[src/rtl/dma_trig_pkg.sv]
// Shared constants for the DMA trigger selector: interrupt bit order,
// edge-lane order and channel 1 select codes.
package dma_trig_pkg;
    // Width of the raw interrupt bus.
    localparam int IRQ_W      = 8;
    // Width of the channel 1 select code.
    localparam int SEL_W      = 4;

    // Positions of the raw interrupt lines.
    localparam int IRQ_U2_TX  = 0;
    localparam int IRQ_U2_RX  = 1;
    localparam int IRQ_TICK1A = 2;
    localparam int IRQ_U1_RX  = 3;
    localparam int IRQ_PLL    = 4;
    localparam int IRQ_EXT2   = 5;
    localparam int IRQ_TICK2A = 6;
    localparam int IRQ_U1_TX  = 7;

    // Edge lanes: the serial port 2 pair shares one lane.
    localparam int LANES      = IRQ_W - 1;
    localparam int LN_U2      = 0;
    localparam int LN_TICK1A  = 1;
    localparam int LN_U1_RX   = 2;
    localparam int LN_PLL     = 3;
    localparam int LN_EXT2    = 4;
    localparam int LN_TICK2A  = 5;
    localparam int LN_U1_TX   = 6;

    // Channel 1 select codes; the lane order follows the code order.
    typedef enum logic [SEL_W-1:0] {
        SEL_U2     = 4'b0011,
        SEL_TICK1A = 4'b0101,
        SEL_U1_RX  = 4'b0111,
        SEL_PLL    = 4'b1001,
        SEL_EXT2   = 4'b1011,
        SEL_TICK2A = 4'b1101,
        SEL_U1_TX  = 4'b1111
    } ch1_sel_e;
endpackage

[src/rtl/dma_trig_edge.sv]
// Rising-edge detector bank.
// Each lane keeps its previous level. A lane reports an edge when it is
// high now and was low in the previous cycle. Every history bit resets to 1,
// so a line that is already high when reset is released cannot fire.
// Assumes the inputs are synchronous to clk.
module dma_trig_edge #(
    parameter int W = 7
) (
    input  logic         clk,
    input  logic         rst_n,
    input  logic [W-1:0] lvl_i,
    output logic [W-1:0] rise_o
);
    logic [W-1:0] hist_q;

    for (genvar g = 0; g < W; g++) begin : g_lane
        // Remember the previous level of this lane.
        always_ff @(posedge clk) begin
            if (!rst_n) hist_q[g] <= 1'b1;
            else        hist_q[g] <= lvl_i[g];
        end

        // Report an edge: high now, low in the previous cycle.
        always_comb rise_o[g] = lvl_i[g] & ~hist_q[g];

        // history tracks the previous cycle's level, so a held line cannot re-fire.
        a_r5_hist_tracks: assert property (@(posedge clk) disable iff (!rst_n)
            1'b1 |=> hist_q[g] == $past(lvl_i[g]));
    end
endmodule

[src/rtl/dma_trig_ch1_mux.sv]
// Channel 1 source selector.
// The sparse odd select code picks one edge lane. Unlisted codes pick
// nothing. The serial port 2 lane takes its direction from whether that
// port's tx interrupt is raised. Purely combinational apart from the
// assertion clock.
module dma_trig_ch1_mux
    import dma_trig_pkg::*;
(
    input  logic             clk,
    input  logic             rst_n,
    input  logic [SEL_W-1:0] sel_i,
    input  logic [LANES-1:0] rise_i,
    input  logic             u2_tx_lvl_i,
    output logic             hit_o,
    output logic             dir_tx_o
);
    logic [LANES-1:0] pick;

    // One-hot decode of the select code onto the edge lanes.
    always_comb begin
        pick = '0;
        case (sel_i)
            SEL_U2:     pick[LN_U2]     = 1'b1;
            SEL_TICK1A: pick[LN_TICK1A] = 1'b1;
            SEL_U1_RX:  pick[LN_U1_RX]  = 1'b1;
            SEL_PLL:    pick[LN_PLL]    = 1'b1;
            SEL_EXT2:   pick[LN_EXT2]   = 1'b1;
            SEL_TICK2A: pick[LN_TICK2A] = 1'b1;
            SEL_U1_TX:  pick[LN_U1_TX]  = 1'b1;
            default:    pick            = '0;
        endcase
    end

    // Merge the picked edge and derive its direction.
    always_comb begin
        hit_o    = |(pick & rise_i);
        dir_tx_o = (pick[LN_U1_TX] & rise_i[LN_U1_TX])
                 | (pick[LN_U2] & rise_i[LN_U2] & u2_tx_lvl_i);
    end

    // even codes and 0001 never produce a hardware hit.
    a_r3_unlisted_silent: assert property (@(posedge clk) disable iff (!rst_n)
        (!sel_i[0] || sel_i == 4'b0001) |-> !hit_o);

    // at most one lane is ever picked.
    a_r2_one_lane: assert property (@(posedge clk) disable iff (!rst_n)
        $onehot0(pick));

    // a transmit direction only comes with a hit.
    a_r9_dir_needs_hit: assert property (@(posedge clk) disable iff (!rst_n)
        dir_tx_o |-> hit_o);
endmodule

[src/rtl/dma_trig_chan.sv]
// One DMA channel's trigger gate.
// Merges the hardware hit with the software strobe, gates the result with
// the run bit and registers it as a one-cycle request plus direction.
// Anything seen while the run bit is low is dropped, never stored.
module dma_trig_chan (
    input  logic clk,
    input  logic rst_n,
    input  logic run_i,
    input  logic hw_hit_i,
    input  logic hw_dir_tx_i,
    input  logic sw_go_i,
    output logic req_o,
    output logic dir_tx_o
);
    logic req_q;
    logic dir_q;

    // Register the gated request and its direction.
    always_ff @(posedge clk) begin
        if (!rst_n) begin
            req_q <= 1'b0;
            dir_q <= 1'b0;
        end else begin
            req_q <= run_i & (hw_hit_i | sw_go_i);
            dir_q <= run_i & hw_hit_i & hw_dir_tx_i;
        end
    end

    assign req_o    = req_q;
    assign dir_tx_o = dir_q;

    // program mode in one cycle means no request in the next.
    a_r6_prog_mode_quiet: assert property (@(posedge clk) disable iff (!rst_n)
        !run_i |=> !req_o);

    // a direction flag never appears without a request.
    a_r9_dir_with_req: assert property (@(posedge clk) disable iff (!rst_n)
        dir_tx_o |-> req_o);
endmodule

[src/rtl/dma_trig_sel.sv]
// DMA channel trigger selector (top).
// Builds the edge lanes from the raw interrupt bus, picks channel 1's lane
// by select code, sends serial port 2 activity straight to channel 2 and
// gates both channels with their run bits.
// Assumes all inputs are synchronous to clk and the software strobes last
// one cycle.
module dma_trig_sel
    import dma_trig_pkg::*;
(
    input  logic             clk,
    input  logic             rst_n,
    input  logic [SEL_W-1:0] ch1_src_sel_i,
    input  logic             ch1_run_i,
    input  logic             ch2_run_i,
    input  logic [IRQ_W-1:0] irq_i,
    input  logic [1:0]       sw_go_i,
    output logic             ch1_req_o,
    output logic             ch1_dir_tx_o,
    output logic             ch2_req_o,
    output logic             ch2_dir_tx_o
);
    logic [LANES-1:0] lane_lvl;
    logic [LANES-1:0] lane_rise;
    logic             ch1_hit;
    logic             ch1_dir;
    logic             ch2_hit;
    logic             ch2_dir;

    // Map the raw lines onto lanes; the serial port 2 tx/rx pair merges into one lane.
    always_comb begin
        lane_lvl[LN_U2]     = irq_i[IRQ_U2_TX] | irq_i[IRQ_U2_RX];
        lane_lvl[LN_TICK1A] = irq_i[IRQ_TICK1A];
        lane_lvl[LN_U1_RX]  = irq_i[IRQ_U1_RX];
        lane_lvl[LN_PLL]    = irq_i[IRQ_PLL];
        lane_lvl[LN_EXT2]   = irq_i[IRQ_EXT2];
        lane_lvl[LN_TICK2A] = irq_i[IRQ_TICK2A];
        lane_lvl[LN_U1_TX]  = irq_i[IRQ_U1_TX];
    end

    dma_trig_edge #(.W(LANES)) u_edge (
        .clk    (clk),
        .rst_n  (rst_n),
        .lvl_i  (lane_lvl),
        .rise_o (lane_rise)
    );

    dma_trig_ch1_mux u_mux (
        .clk         (clk),
        .rst_n       (rst_n),
        .sel_i       (ch1_src_sel_i),
        .rise_i      (lane_rise),
        .u2_tx_lvl_i (irq_i[IRQ_U2_TX]),
        .hit_o       (ch1_hit),
        .dir_tx_o    (ch1_dir)
    );

    // Channel 2 is hard-wired to the serial port 2 lane.
    always_comb begin
        ch2_hit = lane_rise[LN_U2];
        ch2_dir = lane_rise[LN_U2] & irq_i[IRQ_U2_TX];
    end

    dma_trig_chan u_ch1 (
        .clk         (clk),
        .rst_n       (rst_n),
        .run_i       (ch1_run_i),
        .hw_hit_i    (ch1_hit),
        .hw_dir_tx_i (ch1_dir),
        .sw_go_i     (sw_go_i[0]),
        .req_o       (ch1_req_o),
        .dir_tx_o    (ch1_dir_tx_o)
    );

    dma_trig_chan u_ch2 (
        .clk         (clk),
        .rst_n       (rst_n),
        .run_i       (ch2_run_i),
        .hw_hit_i    (ch2_hit),
        .hw_dir_tx_i (ch2_dir),
        .sw_go_i     (sw_go_i[1]),
        .req_o       (ch2_req_o),
        .dir_tx_o    (ch2_dir_tx_o)
    );

    // a channel 2 hardware hit needs serial port 2 activity.
    a_r4_ch2_only_u2: assert property (@(posedge clk) disable iff (!rst_n)
        ch2_hit |-> (irq_i[IRQ_U2_TX] | irq_i[IRQ_U2_RX]));

    // with no lane rising, channel 1 sees no hardware hit, whatever the select code does.
    a_r8_no_hit_without_edge: assert property (@(posedge clk) disable iff (!rst_n)
        (lane_rise == '0) |-> !ch1_hit);
endmodule

[config.mk]
export PLATFORM = sky130hd
export DESIGN_NAME = dma_trig_sel
export DESIGN_NICKNAME = d
export VERILOG_FILES = /design/src/rtl/dma_trig_pkg.sv /design/src/rtl/dma_trig_edge.sv /design/src/rtl/dma_trig_ch1_mux.sv /design/src/rtl/dma_trig_chan.sv /design/src/rtl/dma_trig_sel.sv
export SDC_FILE = /design/constraint.sdc
export NUM_CORES = 1
export LEC_CHECK = 0
export BUFFER_PORTS_ARGS = -buffer_cell sky130_fd_sc_hd__buf_4
export CAP_MARGIN = 20
export CORE_AREA = 2 2 39 41
export DETAILED_ROUTE_END_ITERATION = 12
export DIE_AREA = 0 0 41 43
export SLEW_MARGIN = 20
export SYNTH_ARGS = -nofsm -noshare
export SYNTH_HDL_FRONTEND = slang
export SYNTH_SLANG_ARGS = --single-unit
[constraint.sdc]
create_clock -name clk -period 1.1 [get_ports clk]
set_input_delay 0.22 -clock clk [delete_from_list [all_inputs] [get_ports clk]]
set_output_delay 0.22 -clock clk [all_outputs]
set_load 0.01 [all_outputs]
After elaboration in Yosys (flattened, before gate mapping)

Cells that the tools add are included.

Mux-type cells: 7
Bitwise operators: 29
Reduce and logical (&&, ||, !) cells: 1
Equality and inequality tests: 7

Operators by type and width:

| kind                                                             | count |
|---|---|
| 1-bit AND                                                        | 17 |
| 4-bit == test (second input constant)                            | 4 |
| 4-bit by 3-bit == test with 1-bit output (second input constant) | 2 |
| 7-bit AND                                                        | 1 |
| 1-bit two-way mux                                                | 7 |
| 1-bit NOT                                                        | 7 |
| 7-bit OR reduction                                               | 1 |
| 4-bit by 2-bit == test with 1-bit output (second input constant) | 1 |
| 1-bit OR                                                         | 4 |

Bits of input ports: 18
Register bits after elaboration: 11
Word-level logic and storage cells: 55

Depth between registers and ports, before layout

Gate-level depths: netlist of the first run.

Depth after elaboration: 6
Mapped depth: 4

By module

From an unflattened synthesis of the first run, not the netlist that was laid out.

Cells, all modules: 43
Area total of the unflattened synthesis: 442.9 µm²

Modules (own cells, without submodules):

| module           | area an instance (µm²) | seq. area each (µm²) | cells an instance | times used |
|---|---|---|---|---|
| dma_trig_edge    | 227.7                  | 140.1                | 21                | 1 |
| dma_trig_chan    | 58.8                   | 40.0                 | 4                 | 2 |
| dma_trig_ch1_mux | 85.1                   | 0.0                  | 12                | 1 |
| dma_trig_sel     | 12.5                   | 0.0                  | 2                 | 1 |

Least setup slack after synthesis of the first run

No wires, ideal clock.

Path type: register to register
From: register u_edge.hist_q[1]
To: register u_ch1.req_q (netlist: u_ch1.req_o)
Stages on the path, launching flop included: 5
Period minus slack after synthesis: 1019 ps
Path slack: 81 ps
Arrival time: 945 ps
Path buffers: 0
Cell sequence: dfxtp_1 > or3b_1 > a21oi_1 > o21ai_1 > a31oi_1

Longest elaborated chain between the ends: 6

Ends and longest elaborated chain:

| what                            | line                   | source |
|---|---|---|
| start, declared                 | dma_trig_edge.sv:14    | `logic [W-1:0] hist_q;` |
| start signal, assigned by index | dma_trig_edge.sv:20    | `else hist_q[g] <= lvl_i[g];` |
| 1-bit NOT                       | dma_trig_edge.sv:24    | `always_comb rise_o[g] = lvl_i[g] & ~hist_q[g];` |
| 1-bit AND                       | dma_trig_edge.sv:24    |  |
| 7-bit AND                       | dma_trig_ch1_mux.sv:36 | `hit_o = \|(pick & rise_i);` |
| 7-bit OR reduction              | dma_trig_ch1_mux.sv:36 |  |
| 1-bit OR                        | dma_trig_chan.sv:24    | `req_q <= run_i & (hw_hit_i \| sw_go_i);` |
| 1-bit AND                       | dma_trig_chan.sv:24    |  |
| end signal, assigned            | dma_trig_chan.sv:24    |  |
| end, declared                   | dma_trig_chan.sv:15    | `logic req_q;` |

No other way between the ends.
A chain may end at the register's enable or synchronous reset.

Worst setup path after layout of the first run

From: register u_edge.hist_q[0]
To: register u_ch1.req_q (netlist: u_ch1.req_o)

The elaborated chain is that of the path after synthesis.

==> results of run 1 <==
==> sequential cells by signal, summed over array words and instances (netlist names) <==
| name | flops |
|---|---|
| u_ch1.dir_tx_o | 1 |
| u_ch2.req_o | 1 |
| u_ch1.req_o | 1 |
| u_edge.hist_q | 7 |
| u_ch2.dir_tx_o | 1 |
==> layout by cell type (no fill, tap or decap) <==
| master | netlist | routed |
|---|---|---|
| nor2_4 | 0 | 1 |
| nor4_1 | 4 | 4 |
| nor2_1 | 6 | 5 |
| inv_1 | 1 | 1 |
| o21ai_1 | 1 | 1 |
| a31oi_1 | 1 | 1 |
| a21oi_2 | 0 | 1 |
| nand3b_1 | 1 | 1 |
| o21ba_1 | 1 | 1 |
| nor4b_1 | 1 | 1 |
| or3b_1 | 1 | 1 |
| clkbuf_4 | 0 | 3 |
| or4b_1 | 1 | 1 |
| nand2b_1 | 8 | 8 |
| clkbuf_1 | 0 | 1 |
| dfxtp_1 | 11 | 10 |
| nand2_1 | 7 | 7 |
| dfxtp_2 | 0 | 1 |
| buf_4 | 0 | 26 |
| nand4b_1 | 1 | 1 |
==> worst max-delay path: cells and delay by family, from the launching register on <==
| kind | cells | cell delay (ps) |
|---|---|---|
| AND/OR/NAND/NOR | 2 | 500 |
| AO/OA/AOI/OAI | 1 | 160 |
| flip-flops | 1 | 330 |
==> per-stage QoR <==
stage,power [W],setup slack (ps),hold slack [ps],cells
global placement,0.0005411,-41.16,413.1,88
finish,0.0008038,45.10,143.8,92
global route,0.0008486,-40.40,138.3,92
CTS,0.0008137,17.77,137.9,92
detailed placement,0.0005420,-57.17,417.9,88
floorplan,0.0004591,81.24,281.9,46
==> where the power goes <==
group	switching, W	internal (W)	leakage (nW)
clock network	0.000127	0.000140	0.0150
registers	0.00000451	0.000415	0.0906
logic	0.0000445	0.0000717	0.202
==> layer usage <==
metal	vias up	track usage (%)	share of wire [%]
li1	220	-	-
met3	2	4.712	6.5
met5	-	0	0
met1	183	15.31	45
met4	0	12.00	0.89
met2	11	16.56	48
==> worst paths after layout <==
kind                                    start                          end  slack (ps)  depth (start not counted)
setup / recovery  u_edge.hist_q[0]$_SDFF_PN1_       u_ch1.req_o$_SDFF_PN0_          50                          3
setup reg to reg  u_edge.hist_q[0]$_SDFF_PN1_       u_ch1.req_o$_SDFF_PN0_          50                          3
hold reg to reg   u_edge.hist_q[0]$_SDFF_PN1_    u_ch2.dir_tx_o$_SDFF_PN0_         550                          2
hold / removal                       irq_i[3]  u_edge.hist_q[2]$_SDFF_PN1_         140                          2
==> kinds of logic (layout without fill, tap and decap cells) <==
| family | count (synthesis) | after routing | synth area share (%) |
|---|---|---|---|
| simple gates | 30 | 30 | 40.12 |
| flops | 11 | 11 | 52.69 |
| compound gates | 4 | 4 | 6.286 |
| buf+inv | 1 | 31 | 0.8973 |
==> layout make-up <==
type / count / area share, %
multi-input combinational: 34 / 30.54
tap: 16 / 2.980
clock buffer: 4 / 3.911
timing repair buffer: 26 / 29.05
sequential: 11 / 32.96
inverter: 1 / 0.5587
==> impl_metrics.ini, run 1 <==
[outcome]
status = complete, no violations

[synth]
netlist_top_cells_count = dfxtp_1, nand2b_1, nand2_1
yosysTopAreaCell = dfxtp_1
synth_top_area_share_pct = 52.69
synthArstFlopShare_pct = 0
ys_seq_elements = 11
synth_nets = 64
yosys_warnings = 0
yosysSeqAreaShare_pct = 52.69
synth_edf_count = 0
syn_inst = 46
synth.most_common_cell = dfxtp_1
synthTopCellsByArea = dfxtp_1, nand2b_1, nand2_1
netlist_area_um2 = 417.9
ys.flop_type = dfxtp_1
synth.distinct_cells = 15
syn_area_per_cell_um2 = 9.085

[detailed_routing]
drt_wl_total_um = 903
firstDrtPassIters = 2
drtIter0Drc = 1
post_drt_wl_per_cell_um = 9.815
route.vias.total = 416
drc = 0
drtAntennaViolNets = 0
viasPerCell = 4.522

[cells_and_area]
fin_util_pct = 48.55
n_antenna_cell = 0
fillers = 145
multi_input_area_um2 = 205.2
finalNetCount = 95
design_area_um2 = 671.9
seqCellArea_um2 = 221.5
drive_above_1_share_pct = 42.11
area_growth_pct = 60.78

[clock_network]
hold_buffers = 0
cts_num_sinks = 11
cts_tree = yes
clk_path_buf_depth = 2
clkLatencyLatePin_ps = 260
numCtsBuffers = 3
cts_resized = 0
ctsHtreeMaxLevel = 1
cts_root_buffer = clkbuf_4
postCtsSetupBuffers = 0
path_clk_slew_ps = 70

[hold_path]
hp-class = input port to flop

[sta]
tns_ps = 0
finClkSkew_ps = 5.387
min_period_over_period_pct = 95.90
period_minus_slack_ps = 1055
hold_viol_final = 0
rsz0062_at_grt = yes
max_freq_ghz = 0.9480
setup_viol = 0
timing.slew.headroom_pct = 82.27
tightest_slew_ps = 263.5
slew_violations = 0

[pwr]
power.density_nw_per_um2 = 1196
max-vdd-ir-drop_uv = 422.7
leakagePower_nw = 0.3081

[placed_design]
dpl-instance-area_um2 = 633.1
io_buffers = 21
gp_congestion = 0.7062

[floorplan]
io_pins = 22
start_util_pct = 30.20
rows = 14
die-area_um2 = 1763
core_area_um2 = 1384
fp.dieH_um = 43
die_x_um = 41

[critical_path]
max_stage_delay_ps = 430
cpMaxStageDelayCell = or4b_1
path_class = flop to flop
crit_fanout = 2
cp-start-kind = flop
path_cells = nor2_4 -> or4b_1 -> a31oi_1
arrival_ps = 1250
required_ps = 1300
end_kind = flop

[flow_run]
cap_violations = 0

[global_route]
antenna_found_initial = 0
grt-ovfl-total = 0
grt_pass1_vias = 364
grt_usage_pct = 12.80
grt_max_degree = 10
grt_pass1_wl_um = 1435
(Power assumes the default switching activity.)
==> run 2, diff against run 1 <==
--- a/config.mk
+++ b/config.mk
@@ -5,11 +5,12 @@
 export SDC_FILE = /design/constraint.sdc
 export NUM_CORES = 1
 export LEC_CHECK = 0
-export BUFFER_PORTS_ARGS = -buffer_cell sky130_fd_sc_hd__buf_4
 export CAP_MARGIN = 20
 export CORE_AREA = 2 2 39 41
 export DETAILED_ROUTE_END_ITERATION = 12
 export DIE_AREA = 0 0 41 43
+export DONT_BUFFER_PORTS = 1
+export RECOVER_POWER = 25
 export SLEW_MARGIN = 20
 export SYNTH_ARGS = -nofsm -noshare
 export SYNTH_HDL_FRONTEND = slang
==> constraint.sdc (replaced) <==
create_clock -name clk -period 1.1 [get_ports clk]
set_input_delay 0.22 -clock clk [delete_from_list [all_inputs] [get_ports clk]]
set_output_delay 0.22 -clock clk [all_outputs]
set_load 0.02 [all_outputs]
==> impl_metrics.ini, run 2 (synthesized netlist as in run 1, its figures left out) <==
[floorplan]
start_util_pct = 30.20
rows = 14
core_area_um2 = 1384
io_pins = 22
die-area_um2 = 1763
fp.dieH_um = 43
die_x_um = 41

[critical_path]
arrival_ps = 1270
cp-start-kind = flop
max_stage_delay_ps = 460
crit_fanout = 2
r2r_start = u_edge.hist_q[0]$_SDFF_PN1_
r2r_slack_ps = 20
path_buf_inv = 0
required_ps = 1290
critPathTopFamily = simple AND/OR/NAND/NOR gates
cpMaxStageDelayCell = or4b_4
path_class = flop to flop
regToRegEndpoint = u_ch1.req_o$_SDFF_PN0_
end_kind = flop
path_cells = nor2_2 -> or4b_4 -> a31oi_1
reg2reg_depth = 3

[detailed_routing]
post_drt_wl_per_cell_um = 11.26
drtAntennaViolNets = 0
viasPerCell = 4.864
drtIter0Drc = 0
drc = 0
firstDrtPassIters = 1
route.vias.total = 321
drt_wl_total_um = 743

[outcome]
status = complete, no violations

[sta]
hold_viol_final = 0
max_freq_ghz = 0.9230
timing.slew.headroom_pct = 80.75
period_minus_slack_ps = 1083
rsz0062_at_grt = yes
fin_ws_ps = 16.58
min_period_over_period_pct = 98.49
setup_viol = 0
finClkSkew_ps = 2.203
whs_ps = 23.16
slew_violations = 0
tightest_slew_ps = 284.7

[pwr]
max-vdd-ir-drop_uv = 491.5
swShare_pct = 20.29
p_switching_w = 0.0001463
p_int_w = 0.0005748
power.density_nw_per_um2 = 1517
pwr-share-comb_pct = 4.8
power_frac_clock_pct = 36.4
power_frac_seq_pct = 58.9
leakagePower_nw = 0.1813

[clock_network]
hold_buffers = 0
postCtsSetupBuffers = 0
numCtsBuffers = 3
clk_path_buf_depth = 2
cts_resized = 0
path_clk_slew_ps = 70
clkLatencyLatePin_ps = 260
cts_root_buffer = clkbuf_4
cts_num_sinks = 11
ctsHtreeMaxLevel = 1
cts_tree = yes

[cells_and_area]
n_antenna_cell = 0
final_cell_mix = dfxtp_1, nand2b_1, nand2_1, nor2_1, nor4_1
finalNetCount = 69
final_common_cell = dfxtp_1
largest_register_ffs = 7
post_layout_nonfiller_instances = 66
regMostFlops = u_edge.hist_q
area_growth_pct = 13.77
drive_above_1_share_pct = 14.00

[hold_path]
min_path_cells = 1
hp-class = input port to flop
min_to = u_edge.hist_q[0]$_SDFF_PN1_
min_from = rst_n

[global_route]
grt_pass1_wl_um = 1166
grt_max_degree = 10
grt_usage_pct = 9.980
grt_pass1_vias = 304
antenna_found_initial = 0
grt-ovfl-total = 0

[placed_design]
placed_cells = 62
pre_cts_slack_ps = 16.12
gp_congestion = 0.6128
io_buffers = 0

[flow_run]
cap_violations = 0
==> run 2: final cells by class <==
type / instances / area (µm²)
fill: 150 / 908.4
sequential: 11 / 221.5
multi-input combinational: 34 / 203.9
clock buffer: 4 / 26.28
tap: 16 / 20.02
inverter: 1 / 3.754
==> run 2: power by group through the flow <==
| stage | Combinational (W) | Clock (W) | Sequential, W |
|---|---|---|---|
| floorplan | 0.0000298 | 0 | 0.000432 |
| detailed placement | 0.0000332 | 0 | 0.000433 |
| finish | 0.0000345 | 0.000262 | 0.000424 |
| global route | 0.0000397 | 0.000286 | 0.000427 |
| global placement | 0.0000325 | 0 | 0.000433 |
| CTS | 0.0000333 | 0.000268 | 0.000424 |
==> run 2: through the flow <==
step | instance area, µm² | power [W] | util [%] | setup TNS, ps
2_1_floorplan | 417.9 | 0.0004620 | - | 0
3_3_place_gp | 437.9 | 0.0004656 | 31.65 | 0
3_5_place_dp | 437.9 | 0.0004664 | 31.65 | 0
4_1_cts | 464.2 | 0.0007250 | 33.54 | 0
5_1_grt | 475.5 | 0.0007518 | 34.36 | -46.70
6_report | 475.5 | 0.0007211 | 34.36 | 0
==> run 2: worst max-delay path by stage <==
stage | to | depth (start not counted) | start
finish | u_ch1.req_o$_SDFF_PN0_ | 3 | u_edge.hist_q[0]$_SDFF_PN1_
global route | u_ch1.req_o$_SDFF_PN0_ | 3 | u_edge.hist_q[0]$_SDFF_PN1_
CTS | u_ch1.req_o$_SDFF_PN0_ | 3 | u_edge.hist_q[0]$_SDFF_PN1_
detailed placement | u_ch1.req_o$_SDFF_PN0_ | 3 | u_edge.hist_q[0]$_SDFF_PN1_
global placement | u_ch1.req_o$_SDFF_PN0_ | 3 | u_edge.hist_q[0]$_SDFF_PN1_
floorplan | u_ch1.req_o$_SDFF_PN0_ | 4 | u_edge.hist_q[1]$_SDFF_PN1_
==> run 2: layer usage <==
metal	global-route usage, %	part of all wire [%]
met4	8.000	1.9
met3	1.571	7.4
met1	12.38	43
met5	0	0
met2	14.37	48
